**config.mk**
```make
export PLATFORM = sky130hd
export DESIGN_NAME = qcr_top
export DESIGN_NICKNAME = d
export VERILOG_FILES = /design/src/rtl/qcr_pkg.sv /design/src/rtl/qcr_cfg.sv /design/src/rtl/qcr_credit.sv /design/src/rtl/qcr_level.sv /design/src/rtl/qcr_top.sv
export SDC_FILE = /design/constraint.sdc
export NUM_CORES = 1
export LEC_CHECK = 0
export ABC_AREA = 1
export BUFFER_PORTS_ARGS = -buffer_cell sky130_fd_sc_hd__buf_2
export CAP_MARGIN = 10
export CORE_AREA = 2 2 121 123
export CTS_BUF_LIST = sky130_fd_sc_hd__clkbuf_4 sky130_fd_sc_hd__clkbuf_8
export CTS_CLUSTER_DIAMETER = 100
export DETAILED_ROUTE_END_ITERATION = 6
export DIE_AREA = 0 0 123 125
export MAX_ROUTING_LAYER = met4
export PLACE_DENSITY = 0.82
export SLEW_MARGIN = 20
export SYNTH_ARGS = -nofsm -noshare
export SYNTH_HDL_FRONTEND = slang
export SYNTH_HIERARCHICAL = 1
export SYNTH_SLANG_ARGS = --single-unit
```
**constraint.sdc**
```tcl
create_clock -name clk_i -period 4.25 [get_ports clk_i]
set_clock_uncertainty 0.15 [all_clocks]
set_input_delay 0.425 -clock clk_i [delete_from_list [all_inputs] [get_ports clk_i]]
set_output_delay 0.425 -clock clk_i [all_outputs]
set_load 0.01 [all_outputs]
```
**src/rtl/qcr_pkg.sv**
```systemverilog
package qcr_pkg;
  localparam int unsigned NLVL = 4;
  localparam int unsigned AW   = 4;

  localparam logic [AW-1:0] A_CTRL    = 4'd0;
  localparam logic [AW-1:0] A_PERIOD  = 4'd1;
  localparam logic [AW-1:0] A_GRANT   = 4'd2;
  localparam logic [AW-1:0] A_THR_HI  = 4'd3;
  localparam logic [AW-1:0] A_THR_MID = 4'd4;
  localparam logic [AW-1:0] A_THR_LO  = 4'd5;

  typedef struct packed {
    logic       stall;
    logic [1:0] plvl;
    logic [1:0] rprio;
  } lvl_cfg_t;
endpackage

```
**src/rtl/qcr_cfg.sv**
```systemverilog
module qcr_cfg
  import qcr_pkg::*;
#(
  parameter int unsigned CW = 16,
  parameter int unsigned PW = 10
) (
  input  logic                 clk_i,
  input  logic                 rst_ni,
  input  logic                 we_i,
  input  logic [AW-1:0]        addr_i,
  input  logic [CW-1:0]        wdata_i,
  output logic                 en_o,
  output logic [PW-1:0]        period_o,
  output logic [CW-1:0]        grant_o,
  output logic signed [CW-1:0] thr_hi_o,
  output logic signed [CW-1:0] thr_mid_o,
  output logic signed [CW-1:0] thr_lo_o,
  output lvl_cfg_t [NLVL-1:0]  lvl_cfg_o
);
  localparam logic [CW-1:0] GMAX = {1'b0, {(CW-1){1'b1}}};

  logic en_q;

  always_ff @(posedge clk_i or negedge rst_ni) begin
    if (!rst_ni) begin
      en_q      <= 1'b0;
      period_o  <= '0;
      grant_o   <= '0;
      thr_hi_o  <= '0;
      thr_mid_o <= '0;
      thr_lo_o  <= '0;
    end else if (we_i) begin
      if (addr_i == A_CTRL) begin
        en_q <= wdata_i[0];
      end else if (!en_q) begin
        // Timing registers are locked while regulating
        case (addr_i)
          A_PERIOD:  period_o  <= wdata_i[PW-1:0];
          A_GRANT:   grant_o   <= wdata_i[CW-1] ? GMAX : wdata_i;
          A_THR_HI:  thr_hi_o  <= wdata_i;
          A_THR_MID: thr_mid_o <= wdata_i;
          A_THR_LO:  thr_lo_o  <= wdata_i;
          default: ;
        endcase
      end
    end
  end

  assign en_o = en_q;

  for (genvar g = 0; g < NLVL; g++) begin : g_lvl
    lvl_cfg_t r_q;
    logic     hit;

    assign hit = we_i && addr_i == {2'b10, 2'(g)};

    always_ff @(posedge clk_i or negedge rst_ni) begin
      if (!rst_ni) begin
        r_q <= '0;
      end else if (hit) begin
        r_q.rprio <= wdata_i[1:0];
        r_q.plvl  <= wdata_i[3:2];
        // Top level never stalls
        r_q.stall <= (g == NLVL - 1) ? 1'b0 : wdata_i[4];
      end
    end

    assign lvl_cfg_o[g] = r_q;
  end

  p_locked_r4: assert property (@(posedge clk_i) disable iff (!rst_ni)
    (en_q && we_i && addr_i == A_PERIOD) |=> $stable(period_o));

  p_clip_r3: assert property (@(posedge clk_i) disable iff (!rst_ni)
    (!en_q && we_i && addr_i == A_GRANT && wdata_i[CW-1]) |=> (grant_o == GMAX));
endmodule

```
**src/rtl/qcr_credit.sv**
```systemverilog
module qcr_credit #(
  parameter int unsigned CW = 16,
  parameter int unsigned PW = 10
) (
  input  logic                 clk_i,
  input  logic                 rst_ni,
  input  logic                 en_i,
  input  logic [PW-1:0]        period_i,
  input  logic [CW-1:0]        grant_i,
  input  logic                 accept_i,
  output logic signed [CW-1:0] credit_o
);
  localparam logic signed [CW:0]   SMAX = {2'b00, {(CW-1){1'b1}}};
  localparam logic signed [CW:0]   SMIN = {2'b11, {(CW-1){1'b0}}};
  localparam logic signed [CW-1:0] CMIN = {1'b1, {(CW-1){1'b0}}};

  logic signed [CW-1:0] credit_q;
  logic [PW-1:0]        tmr_q;
  logic                 en_d_q;
  logic                 refill;
  logic signed [CW:0]   sum;

  assign refill = (period_i != '0) && (tmr_q == period_i - PW'(1));

  always_comb begin
    sum = {credit_q[CW-1], credit_q};
    if (refill)   sum = sum + $signed({1'b0, grant_i});
    if (accept_i) sum = sum - (CW+1)'(1);
    if (sum > SMAX)      sum = SMAX;
    else if (sum < SMIN) sum = SMIN;
  end

  always_ff @(posedge clk_i or negedge rst_ni) begin
    if (!rst_ni) begin
      credit_q <= '0;
      tmr_q    <= '0;
      en_d_q   <= 1'b0;
    end else begin
      en_d_q <= en_i;
      if (en_i && !en_d_q) begin
        credit_q <= $signed(grant_i);
        tmr_q    <= '0;
      end else if (en_i) begin
        credit_q <= sum[CW-1:0];
        tmr_q    <= (refill || period_i == '0) ? '0 : tmr_q + PW'(1);
      end
    end
  end

  assign credit_o = credit_q;

  p_hold_off_r2: assert property (@(posedge clk_i) disable iff (!rst_ni)
    !en_i |=> $stable(credit_q));

  p_load_r5: assert property (@(posedge clk_i) disable iff (!rst_ni)
    (en_i && !en_d_q) |=> (credit_q == $signed($past(grant_i))));

  p_drain_r7: assert property (@(posedge clk_i) disable iff (!rst_ni)
    (en_i && en_d_q && accept_i && !refill && credit_q != CMIN)
      |=> (credit_q == $past(credit_q) - CW'(1)));
endmodule

```
**src/rtl/qcr_level.sv**
```systemverilog
module qcr_level #(
  parameter int unsigned CW = 16
) (
  input  logic                 clk_i,
  input  logic                 rst_ni,
  input  logic signed [CW-1:0] credit_i,
  input  logic signed [CW-1:0] thr_hi_i,
  input  logic signed [CW-1:0] thr_mid_i,
  input  logic signed [CW-1:0] thr_lo_i,
  output logic [1:0]           lvl_o
);
  logic [1:0] lvl_d;
  logic [1:0] lvl_q;

  always_comb begin
    if (credit_i >= thr_hi_i)       lvl_d = 2'd3;
    else if (credit_i >= thr_mid_i) lvl_d = 2'd2;
    else if (credit_i >= thr_lo_i)  lvl_d = 2'd1;
    else                            lvl_d = 2'd0;
  end

  always_ff @(posedge clk_i or negedge rst_ni) begin
    if (!rst_ni) lvl_q <= 2'd0;
    else         lvl_q <= lvl_d;
  end

  assign lvl_o = lvl_q;

  p_top_level_r9: assert property (@(posedge clk_i) disable iff (!rst_ni)
    (credit_i >= thr_hi_i) |=> (lvl_q == 2'd3));

  p_bottom_level_r9: assert property (@(posedge clk_i) disable iff (!rst_ni)
    (credit_i < thr_lo_i && credit_i < thr_mid_i && credit_i < thr_hi_i)
      |=> (lvl_q == 2'd0));
endmodule

```
**src/rtl/qcr_top.sv**
```systemverilog
module qcr_top
  import qcr_pkg::*;
#(
  parameter int unsigned CW = 16,
  parameter int unsigned PW = 10
) (
  input  logic          clk_i,
  input  logic          rst_ni,
  input  logic          cfg_we_i,
  input  logic [AW-1:0] cfg_addr_i,
  input  logic [CW-1:0] cfg_wdata_i,
  input  logic          cmd_valid_i,
  output logic          cmd_ready_o,
  input  logic [1:0]    cmd_prio_i,
  input  logic [1:0]    cmd_lvl_i,
  output logic [1:0]    cmd_prio_o,
  output logic [1:0]    cmd_lvl_o
);
  logic                 en;
  logic [PW-1:0]        period;
  logic [CW-1:0]        grant;
  logic signed [CW-1:0] thr_hi;
  logic signed [CW-1:0] thr_mid;
  logic signed [CW-1:0] thr_lo;
  lvl_cfg_t [NLVL-1:0]  lvl_cfg;
  logic signed [CW-1:0] credit;
  logic [1:0]           lvl;
  lvl_cfg_t             cur;
  logic                 accept;

  qcr_cfg #(.CW(CW), .PW(PW)) u_cfg (
    .clk_i     (clk_i),
    .rst_ni    (rst_ni),
    .we_i      (cfg_we_i),
    .addr_i    (cfg_addr_i),
    .wdata_i   (cfg_wdata_i),
    .en_o      (en),
    .period_o  (period),
    .grant_o   (grant),
    .thr_hi_o  (thr_hi),
    .thr_mid_o (thr_mid),
    .thr_lo_o  (thr_lo),
    .lvl_cfg_o (lvl_cfg)
  );

  qcr_credit #(.CW(CW), .PW(PW)) u_credit (
    .clk_i    (clk_i),
    .rst_ni   (rst_ni),
    .en_i     (en),
    .period_i (period),
    .grant_i  (grant),
    .accept_i (accept),
    .credit_o (credit)
  );

  qcr_level #(.CW(CW)) u_level (
    .clk_i     (clk_i),
    .rst_ni    (rst_ni),
    .credit_i  (credit),
    .thr_hi_i  (thr_hi),
    .thr_mid_i (thr_mid),
    .thr_lo_i  (thr_lo),
    .lvl_o     (lvl)
  );

  assign cur         = lvl_cfg[lvl];
  assign cmd_ready_o = !en || !cur.stall;
  assign accept      = cmd_valid_i && cmd_ready_o;
  assign cmd_prio_o  = en ? cur.rprio : cmd_prio_i;
  assign cmd_lvl_o   = en ? cur.plvl  : cmd_lvl_i;

  p_top_no_stall_r11: assert property (@(posedge clk_i) disable iff (!rst_ni)
    (lvl == 2'd3) |-> cmd_ready_o);
endmodule

```
Word level (Yosys, flattened, before mapping)
Index checks and enable logic that the tools add are counted.
- register bits: 123
- input bits: 28
- output and inout port bits: 5
- logic and storage cells: 82
- add/subtract/negate cells: 4
- $lt $le $gt $ge: 6
- equal/unequal tests: 10
- mux-type cells: 17
- bitwise gates (word level): 2
- reductions and logical operators: 22
- operator list (kind ; count):
    16-bit 2-to-1 mux ; 4
    16-bit >= comparator ; 3
    17-bit 2-to-1 mux ; 2
    10-bit 2-to-1 mux ; 3
    4-bit AND reduction ; 5
    16-bit by 17-bit adder with 17-bit output ; 1
    17-bit by 16-bit > comparator with 1-bit output (second input constant) ; 1
    17-bit by 16-bit less-than comparator with 1-bit output (second input constant) ; 1
    17-bit by 2-bit subtractor with 17-bit output (second input constant) ; 1
    4-bit == test (second input constant) ; 4
    15-bit 2-to-1 mux ; 1
    10-bit by 1-bit adder with 10-bit output (second input constant) ; 1
    5-bit binary-select mux with 2-bit select ; 1
    10-bit == test ; 1
    10-bit logical NOT ; 1
    10-bit nonzero test ; 1
    10-bit by 1-bit subtractor with 10-bit output (second input constant) ; 1
    4-bit by 2-bit == test with 1-bit output (second input constant) ; 2
    4-bit by 3-bit == test with 1-bit output (second input constant) ; 2
    2-bit 2-to-1 mux ; 4
    1-bit logical AND ; 7
    5-bit 2-to-1 mux ; 1
    4-bit by 1-bit == test with 1-bit output (second input constant) ; 1
    4-bit logical NOT ; 1
    7 further kinds ; 11

Longest topological paths before layout
- depth in word-level cells: 11
- depth in mapped cells: 27
- gate-level depth less buffers: 26

Hierarchy
The synthesis kept the hierarchy.
- modules (own cells, without submodules) (module ; instances ; cells an instance ; area an instance (um2) ; sequential area each (um2)):
    qcr_cfg ; 1 ; 427 ; 3758.6 ; 2327.2
    qcr_credit ; 1 ; 617 ; 3582.2 ; 675.6
    qcr_level ; 1 ; 220 ; 1373.8 ; 50.0
    qcr_top ; 1 ; 70 ; 287.8 ; 0.0

Worst setup path after synthesis
OpenSTA, ideal clock, no wires.
- path type: flip-flop to flip-flop
- start point: register u_cfg.period_o[0]
- end point: register u_credit.credit_q[8], in the netlist u_credit/credit_o[8]
- library setup time: 116 ps
- arrival: 3108 ps
- required time: 3984 ps
- path slack: 876 ps
- stages on the path, launching flop included: 27
- buffers on the path: 1
- period minus slack after synthesis: 3374 ps
- cell sequence: dfrtp_1 -> inv_1 -> ha_1 -> nand2_1 -> nor2_2 -> nand2_1 -> nand2_1 -> nand2_1 -> nand2_1 -> nand2_2 -> nor2_8 -> nand3_4 -> buf_6 -> nand2_4 -> nand2_1 -> inv_1 -> ha_1 -> nand2_1 -> nor3_1 -> inv_1 -> nor3_1 -> nand2_1 -> xor2_1 -> nand2_1 -> nand2_1 -> nand2_1 -> nand2_1
- word-level cells in the longest chain between the ends: 11
- elaborated cells on any way between the ends: 13
- those cells by class: add/sub (2); order compare (2); eq/ne (1); mux (6); reduce/logical (2)
- RTL lines (item ; RTL line ; text):
    start: declaration ; qcr_cfg.sv:13 ; output logic [PW-1:0] period_o,
    start signal: assignment ; qcr_cfg.sv:38 ; A_PERIOD: period_o <= wdata_i[PW-1:0];
    10-bit by 1-bit subtractor with 10-bit output ; qcr_credit.sv:23 ; assign refill = (period_i != '0) && (tmr_q == period_i - PW'(1));
    10-bit == test ; qcr_credit.sv:23 ;
    1-bit logical AND (*) ; qcr_credit.sv:23 ;
    17-bit 2-to-1 mux (*) ; qcr_credit.sv:27 ; if (refill) sum = sum + $signed({1'b0, grant_i});
    17-bit by 2-bit subtractor with 17-bit output ; qcr_credit.sv:28 ; if (accept_i) sum = sum - (CW+1)'(1);
    17-bit 2-to-1 mux (*) ; qcr_credit.sv:28 ;
    17-bit by 16-bit less-than comparator with 1-bit output ; qcr_credit.sv:30 ; else if (sum < SMIN) sum = SMIN;
    16-bit 2-to-1 mux ; qcr_credit.sv:30 ;
    16-bit 2-to-1 mux (*) ; qcr_credit.sv:29 ; if (sum > SMAX) sum = SMAX;
    16-bit 2-to-1 mux (*) ; qcr_credit.sv:43 ; end else if (en_i) begin
    16-bit 2-to-1 mux (*) ; qcr_credit.sv:40 ; if (en_i && !en_d_q) begin
    end signal: assignment ; qcr_credit.sv:41 ; credit_q <= $signed(grant_i);
    end signal: assignment ; qcr_credit.sv:44 ; credit_q <= sum[CW-1:0];
    end: declaration ; qcr_credit.sv:17 ; logic signed [CW-1:0] credit_q;
Every way passes the cells marked *; elsewhere a longest branch is shown, timed or not. The select of a mux whose other input is x is not followed.
A chain may end at the register's enable or synchronous reset.

Worst setup path after layout
- start point: register u_cfg.period_o[0]
- end point: register u_credit.credit_q[9], in the netlist u_credit/credit_o[9]
Same word-level chain as after synthesis.

==> reports/summary.txt <==
status: complete, but fails checks
failing checks: hold timing
Max VDD drop: 272 uV
Syn Inst Count: 1334
first-pass GRT wire length: 38.5 mm
critical path class: reg2reg
drt total wl: 23.0 mm
Synth area leader: dfrtp_1
DRT iter0 DRCs: 666
Setup TNS: 0 ns
async set-reset flop share out of synthesis: 1.00
Initial Utilization: 0.634
top_reg_cell synth: dfrtp_1
Design Area, Final: 9740 um2
count of cell types in the netlist: 45
Die Area: 15400 um2
vias in the first global route: 8227
CTS max path bufs: 2
# Max-Cap Violations: 0
LEAKAGE: 5.41 nW
synthesized area: 9000 um2
fin worst setup slack: 0.417 ns
Worst-path clk slew: 0.09 ns
# DRC: 0
CTS H-tree depth: 4
IO Port Bufs: 32
antenna violations before repair: 1
share of cells above drive strength 1: 0.0935
f_max: 261 MHz
Area after DPL: 9310 um2
Num Clock Sinks: 122
fin cells: 1564
Vias/cell: 5.57
HPWL after detailed placement: 17.0 mm
Power Density: 597 nW/um2
arrival time worst endpoint: 4.04 ns
CP top delay family: simple AND/OR/NAND/NOR gates
critical-path maximum fanout: 15
routability-driven placement congestion ratio: 0.999
Fin Hold WS: -0.0347 ns
FP Rows: 44
CP Launch Type: flop
Tcrit/Tclk final: 0.902
Final nets: 1463
most common cell after layout, fill and taps aside: nand2_1
Die Wd: 123 um
syn avg cell area: 6.75 um2
worst min-delay path class: in2async
dpl cells: 1531
Yosys warning total: 6
Final min period: 3.83 ns
crit path capture type: flop
core area: 14200 um2
Max-Slew Margin vs Limit: 0.327
crit-path cells: inv_1 > ha_1 > nand2_1 > nor2_2 > nand2_1 > nand2_1 > nand2_1 > nand2_1 > nand3_1 > nor3_1 > nand4_1 > nand2_1 > inv_1 > nor2_1 > inv_2 > nor2_4 > nand3_1 > nand2_2 > nor2_4 > nor2_4 > nand2_1 > nand2_1 > nand2_1
final hold vios: 13
largest net degree at the start of global routing: 80
Skew-Pair Late Insertion Delay: 0.46 ns
RSZ-0062 raised after global routing: no
pre-CTS setup slack: 0.399 ns
Overflow after GRT: 0
crit-path max cell delay: 0.50 ns
Slew Limit Fails: 0
CTS Buf Count: 17
Bufs and invs on worst path: 3
final setup vio count: 0
IO Count: 33
critical path's slowest cell: nor3_1
WL/cell: 14.7 um
final core occ: 0.686
Tot GR Track Use: 0.328
Synth Register Bits: 122
root buf cell: clkbuf_8
Crit path top cell by count: nand2_1
area added between synthesis and finish: 8.23%
Seq/Total Area, Yosys: 0.339
most frequent cells in the layout: nand2_1 (515), inv_1 (170), dfrtp_1 (122), nand3_1 (120), nor2_1 (95)
Die Ht: 125 um
worst-margin pin slew: 1.01 ns
CP required: 4.45 ns
TritonCTS clock tree: yes
number of synthesized flops with an enable pin: 0
top-area cell type share of the netlist area: 0.339
vias post-DR: 8714
overall power: 5.82 mW
Synth area leaders: dfrtp_1 (34%), nand2_1 (21%), ha_1 (9.5%)
Pre-antenna DRT Iters: 5
Antenna Violating Nets Remaining: 0
## flip-flops by register name, indices dropped and copies added (netlist names), 10 cells and up
signal and flops:
u_credit/tmr_q 10, u_cfg/thr_hi_o 16, u_credit/credit_o 16, u_cfg/lvl_cfg_o 19, u_cfg/period_o 10, u_cfg/grant_o 15
u_cfg/thr_mid_o 16, u_cfg/thr_lo_o 16
## cell families (layout without fill, tap and decap cells)
group	count (synthesis)	in the layout	synth area share
compound gates	99	99	0.0616
xor+xnor	25	25	0.0243
fa+ha+maj	69	69	0.0967
buf+inv	205	249	0.0916
flops	122	122	0.339
other cells	1	3	0.000417
simple gates	813	813	0.386
## final cells by class
cell class / instances / area, um2
timing repair buffer: 41 / 230
multi-input combinational: 1008 / 5140
tap: 184 / 230
clock inverter: 15 / 191
inverter: 176 / 666
fill: 1233 / 4460
clock buffer: 17 / 234
antenna: 1 / 2.50
sequential: 122 / 3050
## cells in the mapped netlist, types with 5 or more instances
cell type and count:
nor2_2 11, nor3_1 11, a21oi_1 28, or2_2 10
inv_2 5, buf_2 10, ha_1 68, nor2_4 5
xor2_1 18, nand2_2 11, dfrtp_1 122, nand4_1 22
xnor2_1 7, o21ai_0 44, o21ai_1 8, nand2_1 515
clkbuf_1 12, nand3_1 120, nor2_1 96, inv_1 170
## timing repair
item / 4_1_cts / 5_1_grt
gates resized for setup: 0 / 1
hold buffers: 0 / 0
endpoints found under the setup margin: 0 / 1
setup buffers: 0 / 0
## routing by layer
metal  part of all wire  vias up  routed length [um]  global-route usage
met4              0.033        0                 754               0.145
met2               0.46      342               10500               0.504
met5                  0        -                   0                   -
met1               0.43     4042                9930               0.429
li1                   -     4272                   -                   -
met3              0.078       58                1790              0.0538
## path summary, 6_finish.rpt
kind	start	endpoint	slack (ns)	cells past startpoint
max in group asynchronous	rst_ni	u_cfg/thr_lo_o[14]$_DFFE_PN0P_	3.09	2
max reg2reg	u_cfg/period_o[0]$_DFFE_PN0P_	u_credit/credit_o[9]$_DFFE_PN0P_	0.42	23
min reg2reg	u_cfg/thr_mid_o[10]$_DFFE_PN0P_	u_cfg/thr_mid_o[10]$_DFFE_PN0P_	0.32	2
min	rst_ni	u_cfg/lvl_cfg_o[13]$_DFFE_PN0P_	-0.03	1
min in group clk_i	cfg_wdata_i[11]	u_cfg/thr_hi_o[11]$_DFFE_PN0P_	0.09	3
max	u_cfg/period_o[0]$_DFFE_PN0P_	u_credit/credit_o[9]$_DFFE_PN0P_	0.42	23
## power by group
part	total [mW]	internal [mW]	switching (mW)
Sequential	1.79	1.43	0.361
Clock	1.13	0.591	0.536
Combinational	2.90	1.04	1.87
Total	5.82	3.06	2.76
(Power assumes the default switching activity.)
